$ cat src/rtl/twt_pkg.sv
package twt_pkg;
   localparam logic [7:0] ADDR_WR  = 8'h9E;
   localparam logic [7:0] ADDR_RD  = 8'h9F;
   localparam logic [7:0] CMD_CFG  = 8'hAC;
   localparam logic [7:0] CMD_CLK  = 8'hC0;
   localparam logic [7:0] CMD_CONV = 8'hEE;
   localparam logic [7:0] CMD_TEMP = 8'hAA;

   typedef enum logic [1:0] {OP_START, OP_STOP, OP_WR, OP_RD} bus_op_e;
   typedef enum logic [2:0] {FL_RDCFG, FL_WRCFG, FL_CLK, FL_CONV, FL_RDTMP} flow_e;

   typedef struct packed {
      bus_op_e    op;
      logic [7:0] data;
      logic       mack;   // drive acknowledge after a read byte
   } step_t;
endpackage

$ cat src/rtl/twt_sync.sv
module twt_sync #(
   parameter int STAGES = 2
) (
   input  logic clk,
   input  logic rst_n,
   input  logic d,
   output logic q
);
   generate
      if (STAGES == 0) begin : g_direct
         assign q = d;
      end else begin : g_chain
         logic [STAGES-1:0] r;
         always_ff @(posedge clk or negedge rst_n) begin
            if (!rst_n) begin
               r <= '1;
            end else begin
               r[0] <= d;
               for (int i = 1; i < STAGES; i++) r[i] <= r[i-1];
            end
         end
         assign q = r[STAGES-1];
      end
   endgenerate
endmodule

$ cat src/rtl/twt_bit_engine.sv
module twt_bit_engine
   import twt_pkg::*;
#(
   parameter int QUARTER_CLKS = 250
) (
   input  logic       clk,
   input  logic       rst_n,
   input  logic       start,
   input  step_t      step,
   input  logic       sda_s,
   output logic       done,
   output logic       ack,
   output logic [7:0] rx,
   output logic       scl_lvl,
   output logic       sda_lvl
);
   localparam int CW = (QUARTER_CLKS > 1) ? $clog2(QUARTER_CLKS) : 1;
   localparam logic [CW-1:0] CNT_LAST = CW'(QUARTER_CLKS - 1);
   localparam logic [3:0] BYTE_LAST = 4'd8;

   logic       active, released, mack;
   bus_op_e    op;
   logic [3:0] unit;
   logic [1:0] q;
   logic [CW-1:0] cnt;
   logic [7:0] tx_sh;
   logic       q_end, last_unit, lev_scl, lev_sda;

   assign q_end     = active && (cnt == CNT_LAST);
   assign last_unit = (op == OP_START || op == OP_STOP) ? 1'b1 : (unit == BYTE_LAST);

   // every frame unit is four quarters; SCL is high in the middle two
   always_comb begin
      lev_scl = released ? 1'b1 : scl_lvl;
      lev_sda = released ? 1'b1 : sda_lvl;
      if (active) begin
         lev_scl = (q == 2'd1) || (q == 2'd2);
         unique case (op)
            OP_START: lev_sda = (q < 2'd2);
            OP_STOP:  lev_sda = (q >= 2'd2);
            OP_WR:    lev_sda = (unit == BYTE_LAST) ? 1'b1 : tx_sh[7];
            OP_RD:    lev_sda = (unit == BYTE_LAST) ? ~mack : 1'b1;
         endcase
      end
   end

   always_ff @(posedge clk or negedge rst_n) begin
      if (!rst_n) begin
         active   <= 1'b0;
         released <= 1'b1;
         mack     <= 1'b0;
         op       <= OP_STOP;
         unit     <= '0;
         q        <= '0;
         cnt      <= '0;
         tx_sh    <= '0;
         rx       <= '0;
         ack      <= 1'b0;
         done     <= 1'b0;
         scl_lvl  <= 1'b1;
         sda_lvl  <= 1'b1;
      end else begin
         scl_lvl <= lev_scl;
         sda_lvl <= lev_sda;
         done    <= 1'b0;
         if (!active) begin
            if (start) begin
               active   <= 1'b1;
               released <= 1'b0;
               op       <= step.op;
               tx_sh    <= step.data;
               mack     <= step.mack;
               unit     <= '0;
               q        <= '0;
               cnt      <= '0;
            end
         end else if (q_end) begin
            cnt <= '0;
            q   <= q + 2'd1;
            if (q == 2'd2) begin
               if (op == OP_WR && unit == BYTE_LAST) ack <= ~sda_s;
               if (op == OP_RD && unit != BYTE_LAST) rx <= {rx[6:0], sda_s};
            end
            if (q == 2'd3) begin
               if (last_unit) begin
                  active   <= 1'b0;
                  done     <= 1'b1;
                  released <= (op == OP_STOP);
               end else begin
                  unit  <= unit + 4'd1;
                  tx_sh <= {tx_sh[6:0], 1'b0};
               end
            end
         end else begin
            cnt <= cnt + 1'b1;
         end
      end
   end
endmodule

$ cat src/rtl/twt_txn_seq.sv
module twt_txn_seq
   import twt_pkg::*;
#(
   parameter logic [7:0] CFG_VALUE = 8'hE7
) (
   input  logic        clk,
   input  logic        rst_n,
   input  logic        init_req,
   input  logic        meas_req,
   output logic        eng_start,
   output step_t       eng_step,
   input  logic        eng_done,
   input  logic        eng_ack,
   input  logic [7:0]  eng_rx,
   output logic        busy,
   output logic        done,
   output logic [15:0] temp
);
   typedef enum logic [1:0] {S_IDLE, S_ISSUE, S_WAIT} state_e;
   localparam logic [3:0] ADDR_IDX = 4'd1;

   state_e     state;
   flow_e      flow;
   logic [3:0] idx;
   logic [7:0] hi, lo;

   function automatic step_t step_of(flow_e f, logic [3:0] i);
      step_t s;
      s = '{op: OP_STOP, data: 8'h00, mack: 1'b0};
      if (i == 4'd0)           s.op = OP_START;
      else if (i == ADDR_IDX)  s = '{op: OP_WR, data: ADDR_WR, mack: 1'b0};
      else begin
         unique case (f)
            FL_RDCFG, FL_RDTMP: begin
               case (i)
                  4'd2: s = '{op: OP_WR, data: (f == FL_RDCFG) ? CMD_CFG : CMD_TEMP, mack: 1'b0};
                  4'd3: s.op = OP_START;
                  4'd4: s = '{op: OP_WR, data: ADDR_RD, mack: 1'b0};
                  4'd5: s = '{op: OP_RD, data: 8'h00, mack: 1'b1};
                  4'd6: s = '{op: OP_RD, data: 8'h00, mack: 1'b0};
                  default: ;
               endcase
            end
            FL_WRCFG: begin
               if (i == 4'd2)      s = '{op: OP_WR, data: CMD_CFG, mack: 1'b0};
               else if (i == 4'd3) s = '{op: OP_WR, data: CFG_VALUE, mack: 1'b0};
            end
            FL_CLK: begin
               if (i == 4'd2)                   s = '{op: OP_WR, data: CMD_CLK, mack: 1'b0};
               else if (i == 4'd3 || i == 4'd4) s = '{op: OP_WR, data: 8'h00, mack: 1'b0};
            end
            FL_CONV: begin
               if (i == 4'd2) s = '{op: OP_WR, data: CMD_CONV, mack: 1'b0};
            end
            default: ;
         endcase
      end
      return s;
   endfunction

   assign eng_step  = step_of(flow, idx);
   assign eng_start = (state == S_ISSUE);
   assign busy      = (state != S_IDLE);

   always_ff @(posedge clk or negedge rst_n) begin
      if (!rst_n) begin
         state <= S_IDLE;
         flow  <= FL_RDCFG;
         idx   <= '0;
         hi    <= '0;
         lo    <= '0;
         temp  <= '0;
         done  <= 1'b0;
      end else begin
         done <= 1'b0;
         unique case (state)
            S_IDLE: begin
               idx <= '0;
               if (init_req) begin
                  flow  <= FL_RDCFG;
                  state <= S_ISSUE;
               end else if (meas_req) begin
                  flow  <= FL_CONV;
                  state <= S_ISSUE;
               end
            end
            S_ISSUE: state <= S_WAIT;
            S_WAIT: if (eng_done) begin
               state <= S_ISSUE;
               if (idx == ADDR_IDX && !eng_ack) begin
                  idx <= '0;               // address refused: new start
               end else if (eng_step.op == OP_STOP) begin
                  idx <= '0;
                  unique case (flow)
                     FL_RDCFG: flow <= (hi == CFG_VALUE) ? FL_CLK : FL_WRCFG;
                     FL_WRCFG: flow <= FL_CLK;
                     FL_CONV:  flow <= FL_RDTMP;
                     FL_CLK: begin
                        state <= S_IDLE;
                        done  <= 1'b1;
                     end
                     FL_RDTMP: begin
                        temp  <= {hi, lo};
                        state <= S_IDLE;
                        done  <= 1'b1;
                     end
                     default: state <= S_IDLE;
                  endcase
               end else begin
                  if (eng_step.op == OP_RD) begin
                     if (eng_step.mack) hi <= eng_rx;
                     else               lo <= eng_rx;
                  end
                  idx <= idx + 4'd1;
               end
            end
            default: state <= S_IDLE;
         endcase
      end
   end
endmodule

$ cat src/rtl/twt_top.sv
module twt_top
   import twt_pkg::*;
#(
   parameter int         QUARTER_CLKS = 250,
   parameter int         SYNC_STAGES  = 2,
   parameter logic [7:0] CFG_VALUE    = 8'hE7
) (
   input  logic        clk,
   input  logic        rst_n,
   input  logic        init_req,
   input  logic        meas_req,
   input  logic        sda_in,
   output logic        busy,
   output logic        done,
   output logic [15:0] temp,
   output logic        scl_pull,
   output logic        sda_pull
);
   initial begin
      assert (SYNC_STAGES >= 0 && SYNC_STAGES <= 4)
         else $error("twt_top: SYNC_STAGES out of range");
      assert (QUARTER_CLKS >= SYNC_STAGES + 2)
         else $error("twt_top: QUARTER_CLKS too small for input sampling");
   end

   logic       sda_s, eng_start, eng_done, eng_ack, scl_lvl, sda_lvl;
   logic [7:0] eng_rx;
   step_t      eng_step;

   twt_sync #(.STAGES(SYNC_STAGES)) u_sync (
      .clk(clk), .rst_n(rst_n), .d(sda_in), .q(sda_s)
   );

   twt_bit_engine #(.QUARTER_CLKS(QUARTER_CLKS)) u_eng (
      .clk(clk), .rst_n(rst_n), .start(eng_start), .step(eng_step),
      .sda_s(sda_s), .done(eng_done), .ack(eng_ack), .rx(eng_rx),
      .scl_lvl(scl_lvl), .sda_lvl(sda_lvl)
   );

   twt_txn_seq #(.CFG_VALUE(CFG_VALUE)) u_seq (
      .clk(clk), .rst_n(rst_n), .init_req(init_req), .meas_req(meas_req),
      .eng_start(eng_start), .eng_step(eng_step), .eng_done(eng_done),
      .eng_ack(eng_ack), .eng_rx(eng_rx), .busy(busy), .done(done),
      .temp(temp)
   );

   assign scl_pull = ~scl_lvl;
   assign sda_pull = ~sda_lvl;
endmodule

$ cat config.mk
export PLATFORM = sky130hd
export DESIGN_NAME = twt_top
export DESIGN_NICKNAME = d
export VERILOG_FILES = /design/src/rtl/twt_pkg.sv /design/src/rtl/twt_sync.sv /design/src/rtl/twt_bit_engine.sv /design/src/rtl/twt_txn_seq.sv /design/src/rtl/twt_top.sv
export SDC_FILE = /design/constraint.sdc
export NUM_CORES = 1
export LEC_CHECK = 0
export CORE_MARGIN = 2
export CORE_UTILIZATION = 52
export CTS_CLUSTER_SIZE = 8
export DETAILED_ROUTE_END_ITERATION = 7
export PLACE_DENSITY_LB_ADDON = 0.3
export SETUP_SLACK_MARGIN = 0.5
export SYNTH_ARGS = -nofsm -noshare
export SYNTH_HDL_FRONTEND = slang
export SYNTH_SLANG_ARGS = --single-unit
$ cat constraint.sdc
create_clock -name clk -period 3 [get_ports clk]
set_input_delay 0.45 -clock clk [delete_from_list [all_inputs] [get_ports clk]]
set_output_delay 0.45 -clock clk [all_outputs]
set_load 0.05 [all_outputs]
==> impl_metrics.py, run 1 <==
metrics = {
    "timing": {
        "rsz0062_at_grt": "yes",
        "fin_worst_skew_ns": 0.00881,
        "worst_pin_slew_ns": 1.02,
        "period_needed_ns": 2.52,
        "period_share_pct": 84.0,
        "max_slew_margin_pct": 32.3,
        "max_clock_freq_mhz": 397,
        "final.setup.tns_ns": 0,
        "setup_viol": 0,
        "slew_violations": 0,
        "hold_violations": 0,
    },
    "grt": {
        "grt_pass1_vias": 2959,
        "grt_overflow": 0,
        "track_usage_pct": 21.1,
        "grt_pass1_wl_um": 14200,
        "grt_max_degree": 83,
        "antenna_found_initial": 0,
    },
    "yosys": {
        "synth-seq-cells": 83,
        "ys_warn_count": 0,
        "ys.flop_type": "dfrtp_1",
        "yosysUniqueCellTypes": 56,
        "synth_edf_count": 0,
        "syn-num-nets": 387,
        "avgSynthCellArea_um2": 10.8,
        "syn_inst": 372,
        "yosysTopAreaCell": "dfrtp_1",
        "synth-seq-area-share_pct": 51.7,
        "synthArstFlopShare_pct": 100,
        "synthTopCellsByArea": "dfrtp_1 48%, mux2_2 8.9%, dfstp_2 3.9%",
        "synth_top_area_share_pct": 47.8,
        "netlist_area_um2": 4030,
    },
    "floorplanning": {
        "die_y_um": 92.1,
        "dieArea_um2": 8480,
        "coreArea_um2": 7610,
        "ios": 25,
        "rows": 32,
        "die_x_um": 92.1,
        "initial_core_util_pct": 53.0,
    },
    "detailed_routing": {
        "drt_wl_total_um": 8470,
        "vias": 2955,
        "first_iter_violations": 215,
        "wire_per_inst_um": 16.5,
        "dr.pass1.iters": 5,
        "ant_nets": 0,
        "drc": 0,
        "via_per_inst": 5.75,
    },
    "clock_network": {
        "cts_hold_buf": 0,
        "insertion_delay_ns": 0.35,
        "cts_tree": "yes",
        "htree_levels": 3,
        "cts_sinks": 83,
        "cts_buffer_depth": 2,
        "path_clk_slew_ns": 0.08,
        "cts_buffers": 9,
        "cts-root-buf": "clkbuf_8",
    },
    "worst_setup_path": {
        "worstSetupPathType": "reg -> reg",
        "crit_fanout": 8,
        "cp.required_ns": 3.24,
        "arrival_ns": 2.77,
        "startpoint_type": "flip-flop",
        "end_kind": "flip-flop",
    },
    "power_and_ir_drop": {
        "swShare_pct": 30.0,
        "peakVddDrop_v": 0.000318,
        "power_frac_comb_pct": 15.4,
        "pwr-share-clk_pct": 31.4,
        "cellPowerDensity_nw_per_um2": 533,
        "seq_power_share_pct": 53.2,
        "leakagePower_uw": 0.00217,
        "p_int_uw": 1780,
        "switchingPower_uw": 765,
    },
    "placement": {
        "placed_area_um2": 4390,
        "hpwl_um": 5550,
        "dp.cells": 490,
        "portBuffers": 24,
        "place_congestion": 0.907,
    },
    "cells_and_area": {
        "fin_nets": 423,
        "instances_no_fill": 514,
        "design_area_um2": 4780,
        "drive_above_1_share_pct": 25.5,
        "antenna_cells": 0,
        "area_delta_synth_final_pct": 18.5,
    },
    "run_status": {
        "status": "completed",
    },
    "run": {
        "cap_violations": 0,
    },
    "worst_hold_path": {
        "hp-class": "in -> async",
    },
}
[worst max-delay path, cell delays in order, from the launching register on]
cell,delay (ns)
dfrtp_2,0.46
buf_6,0.13
ha_4,0.17
o211a_1,0.23
or4_4,0.55
or3_4,0.40
clkbuf_16,0.19
mux2_4,0.29
[power by group through the flow]
stage	clock network, uW	logic [uW]	registers [uW]
after floorplan	0	327	1280
after global placement	0	360	1350
after detailed placement	0	367	1360
after CTS	819	376	1350
after global routing	857	443	1370
final	799	394	1360
[cell usage after synthesis (all sizes together) (3+ instances only)]
| cell | count |
|---|---|
| a21oi | 16 |
| a31oi | 9 |
| and3 | 4 |
| buf | 6 |
| clkbuf | 8 |
| dfrtp | 77 |
| dfstp | 6 |
| ha | 10 |
| inv | 19 |
| mux2 | 42 |
| mux2i | 3 |
| nand2 | 33 |
| nand2b | 6 |
| nand3 | 11 |
| nand4 | 3 |
| nor2 | 25 |
| nor2b | 6 |
| nor3 | 7 |
| nor3b | 3 |
| o21ai | 31 |
| o31ai | 3 |
| or2 | 4 |
[final timing paths]
path / endpoint / cells past startpoint / startpoint / slack (ns)
max in group asynchronous: u_eng.released$_DFFE_PN1P_ / 2 / rst_n / 1.98
worst min register to register: u_sync.g_chain.r[1]$_DFF_PN1_ / 0 / u_sync.g_chain.r[0]$_DFF_PN1_ / 0.36
worst max-delay path: u_seq.temp[6]$_DFFE_PN0P_ / 7 / u_seq.idx[1]$_DFFE_PN0P_ / 0.48
min in group clk: u_sync.g_chain.r[1]$_DFF_PN1_ / 0 / u_sync.g_chain.r[0]$_DFF_PN1_ / 0.36
worst min-delay path: u_seq.idx[3]$_DFFE_PN0P_ / 1 / rst_n / 0.26
worst max register to register: u_seq.temp[6]$_DFFE_PN0P_ / 7 / u_seq.idx[1]$_DFFE_PN0P_ / 0.48
[per-layer routing]
layer,wire length [um],track usage [%],vias to the layer above
li1,-,-,1397
met3,310,3.86,11
met1,3880,28.8,1471
met5,0,0,-
met2,4180,34.3,76
met4,105,6.72,0
[cells in the final DEF, fill, tap and decap left out, types with 9 or more instances in the layout]
cell type,instances
a21oi_1,16
a31oi_1,9
buf_4,12
clkbuf_8,10
clkdlybuf4s50_1,23
dfrtp_1,73
inv_1,16
mux2_2,32
mux2_4,10
nand2_1,32
nand3_1,10
nor2_1,25
o21ai_0,31
[cell type report]
type,count,area (um^2)
clock buffer,12,145
clock inverter,3,47.5
fill,594,2830
inverter,19,71.3
multi-input combinational,256,1910
sequential,83,2090
tap,102,128
timing repair buffer,39,388
[through the flow]
step                power, uW  worst slack (ns)  util [%]  hold WS, ns
floorplan                1610             0.513         -        0.154
CTS                      2540             0.500      61.7        0.308
global route             2680             0.432      62.8        0.363
detailed placement       1730             0.322      57.7        0.347
finish                   2550             0.479      62.8        0.257
global placement         1710             0.436      57.7        0.346
[kinds of logic (layout without fill, tap and decap cells)]
group / Yosys count / after routing / share of synthesized area (%)
mux: 45 / 45 / 13.4
buf+inv: 33 / 73 / 3.54
xor+xnor: 4 / 4 / 0.869
flops: 83 / 83 / 51.7
simple gates: 116 / 116 / 15.0
fa+ha+maj: 10 / 10 / 3.10
compound gates: 81 / 81 / 12.4
[sequential cells by signal, summed over array words and instances (netlist names)]
| register | count |
|---|---|
| u_seq.done | 1 |
| u_eng.mack | 1 |
| u_eng.unit | 4 |
| u_eng.q | 2 |
| u_seq.flow | 3 |
| u_seq.temp | 16 |
| u_seq.hi | 8 |
| u_eng.released | 1 |
| u_eng.rx | 8 |
| u_eng.cnt | 8 |
| u_eng.done | 1 |
| u_eng.op | 2 |
| u_sync.g_chain.r | 2 |
| u_eng.sda_lvl | 1 |
| u_eng.active | 1 |
| u_eng.scl_lvl | 1 |
| u_seq.lo | 8 |
| u_eng.ack | 1 |
| u_seq.state | 2 |
| u_eng.tx_sh | 8 |
| u_seq.idx | 4 |
[timing repair]
action,4_1_cts,5_1_grt
gates resized for setup,16,12
endpoints found under the setup margin,34,17
hold endpoints to repair,0,0
pin swaps,2,1
cloned,0,1
setup buffers,8,0
Note: power is estimated with default switching activity, not from simulation.
==> inputs of run 2 (changes only) <==
==> constraint.sdc (replaced) <==
create_clock -name clk -period 2.5 [get_ports clk]
set_input_delay 0.375 -clock clk [delete_from_list [all_inputs] [get_ports clk]]
set_output_delay 0.375 -clock clk [all_outputs]
set_load 0.05 [all_outputs]
==> run 2 against run 1 <==
Sequential share of layout area decreased by 2.2 points. Worst setup slack got worse by 0.47 ns. Sequential cell count unchanged. Fmax increased by 1.4%. Largest power group unchanged. Sequential power increased by 18%. Via count increased by 1.2%. Register-to-register slack got worse by 0.47 ns.
==> impl_metrics.py, run 2 (synthesis results as in run 1) <==
metrics = {
    "worst_hold_path": {
        "hp-class": "in -> async",
    },
    "placement": {
        "dp.cells": 509,
        "hpwl_um": 6000,
        "place_congestion": 0.912,
        "portBuffers": 24,
    },
    "timing": {
        "rsz0062_at_grt": "yes",
        "hold_violations": 0,
        "period_share_pct": 99.5,
        "slew_violations": 0,
        "worst_pin_slew_ns": 0.645,
        "max_slew_margin_pct": 57.0,
        "max_clock_freq_mhz": 402,
        "final.setup.tns_ns": 0,
        "setup_viol": 0,
        "period_needed_ns": 2.49,
        "holdWs_ns": 0.0225,
        "fin_worst_skew_ns": 0.00861,
    },
    "clock_network": {
        "cts_sinks": 83,
        "cts_buffer_depth": 2,
        "htree_levels": 3,
        "cts_buffers": 9,
        "cts-root-buf": "clkbuf_8",
        "cts_tree": "yes",
        "cts_hold_buf": 0,
        "insertion_delay_ns": 0.36,
        "path_clk_slew_ns": 0.08,
    },
    "worst_setup_path": {
        "crit_family": "simple AND/OR/NAND/NOR gates",
        "cp_slowest_cell": "or4_4",
        "startpoint_type": "flip-flop",
        "cp_cell_sequence": "ha_4 -> nor2b_4 -> o211a_1 -> or4_4 -> or3_4 -> buf_12 -> mux2_4",
        "critPathBufInv": 1,
        "r2r_slack_ns": 0.01,
        "reg2reg_to": "u_seq.temp[4]$_DFFE_PN0P_",
        "cpPeakStageDelay_ns": 0.53,
        "arrival_ns": 2.73,
        "crit_fanout": 16,
        "r2r-start": "u_seq.idx[1]$_DFFE_PN0P_",
        "worstSetupPathType": "reg -> reg",
        "end_kind": "flip-flop",
        "cp.required_ns": 2.74,
        "r2r_cells": 7,
    },
    "cells_and_area": {
        "multiInputGateArea_um2": 2030,
        "drive_above_1_share_pct": 31.2,
        "fin_nets": 439,
        "final_cell_mix": "73 x dfrtp_1, 32 x nand2_1, 31 x o21ai_0, 31 x mux2_2, 27 x buf_4",
        "top_register": "u_seq.temp",
        "largest_register_ffs": 16,
        "area_delta_synth_final_pct": 24.9,
        "layout.area.seq_um2": 2090,
        "n_fill_cell": 587,
        "instances_no_fill": 531,
        "layout_commonest_cell": "dfrtp_1",
        "antenna_cells": 0,
    },
    "floorplanning": {
        "initial_core_util_pct": 53.0,
        "rows": 32,
        "ios": 25,
        "dieArea_um2": 8480,
        "coreArea_um2": 7610,
        "die_y_um": 92.1,
        "die_x_um": 92.1,
    },
    "power_and_ir_drop": {
        "peakVddDrop_v": 0.000460,
        "p_int_uw": 2190,
        "swShare_pct": 30.7,
        "switchingPower_uw": 972,
        "p_total_uw": 3160,
        "seq_power_share_pct": 50.5,
        "power_frac_comb_pct": 19.8,
        "pwr-share-clk_pct": 29.7,
        "cellPowerDensity_nw_per_um2": 628,
        "leakagePower_uw": 0.00227,
    },
    "detailed_routing": {
        "vias": 2989,
        "first_iter_violations": 183,
        "dr.pass1.iters": 4,
        "drc": 0,
        "ant_nets": 0,
        "via_per_inst": 5.63,
        "drt_wl_total_um": 9060,
        "wire_per_inst_um": 17.1,
    },
    "grt": {
        "grt_max_degree": 46,
        "antenna_found_initial": 0,
        "grt_overflow": 0,
        "grt_pass1_wl_um": 14900,
        "grt_pass1_vias": 3045,
        "track_usage_pct": 22.6,
    },
    "run_status": {
        "status": "completed",
    },
    "run": {
        "cap_violations": 0,
    },
}
## run 2: changes by cell type in the layout (fill, tap and decap cells not counted), sizes merged
cell	previous run	this run
buf	15	32
clkdlybuf4s50	23	20
clkinvlp	0	2
dlygate4sd2	0	2
bufinv	1	0
dlymetal6s2s	0	1
inv	20	19
## run 2: layout make-up
type / instances / share of cell area [%]
Clock inverter: 3 / 0.397
Tap cell: 102 / 2.53
Timing Repair Buffer: 55 / 10.2
Multi-Input combinational cell: 256 / 40.4
Sequential cell: 83 / 41.5
Clock buffer: 13 / 3.55
Inverter: 19 / 1.46
## run 2: power by group through the flow
stage | Sequential [uW] | Combinational, uW | Clock (uW)
after floorplan | 1540 | 392 | 0
after global placement | 1600 | 553 | 0
after detailed placement | 1600 | 563 | 0
after CTS | 1580 | 572 | 962
after global routing | 1620 | 692 | 1020
final | 1600 | 628 | 938
## run 2: metrics by stage
stage                     utilization [%]  setup WS [ns]  cell area, um^2
final                                66.3         0.0125             5040
after global routing                 66.3        -0.0349             5040
after CTS                            64.6         0.0516             4910
after detailed placement             60.4        -0.0671             4590
after global placement               60.4        -0.0775             4590
after floorplan                         -         0.0556             4090
## run 2: timing repair
| item | 4_1_cts | 5_1_grt |
|---|---|---|
| pin swaps | 3 | 5 |
| setup buffers | 5 | 1 |
| setup endpoints to repair | 47 | 63 |
| gates resized for setup | 19 | 21 |
## run 2: worst max path at each step
stage	to	slack, ns	startpoint	cells past startpoint
2_1_floorplan	u_seq.temp[10]$_DFFE_PN0P_	0.06	u_seq.idx[0]$_DFFE_PN0P_	10
3_3_place_gp	u_seq.temp[0]$_DFFE_PN0P_	-0.08	u_seq.idx[1]$_DFFE_PN0P_	8
3_5_place_dp	u_seq.temp[0]$_DFFE_PN0P_	-0.07	u_seq.idx[1]$_DFFE_PN0P_	8
4_1_cts	u_seq.temp[4]$_DFFE_PN0P_	0.05	u_seq.idx[1]$_DFFE_PN0P_	7
5_1_grt	u_seq.temp[9]$_DFFE_PN0P_	-0.03	u_seq.idx[0]$_DFFE_PN0P_	8
6_report	u_seq.temp[4]$_DFFE_PN0P_	0.01	u_seq.idx[1]$_DFFE_PN0P_	7
## run 2: worst reg2reg max path, stage by stage, from the launching register on
cell     delay [ns]
dfrtp_2        0.46
ha_4           0.20
nor2b_4        0.13
o211a_1        0.21
or4_4          0.53
or3_4          0.36
buf_12         0.17
mux2_4         0.31
## run 2: routing by layer
layer | wire length, um | share of wire (%) | GRT usage [%]
met1 | 4110 | 45 | 30.5
met2 | 4530 | 50 | 36.5
met3 | 305 | 3.4 | 4.93
met4 | 111 | 1.2 | 7.59
met5 | 0 | 0 | 0
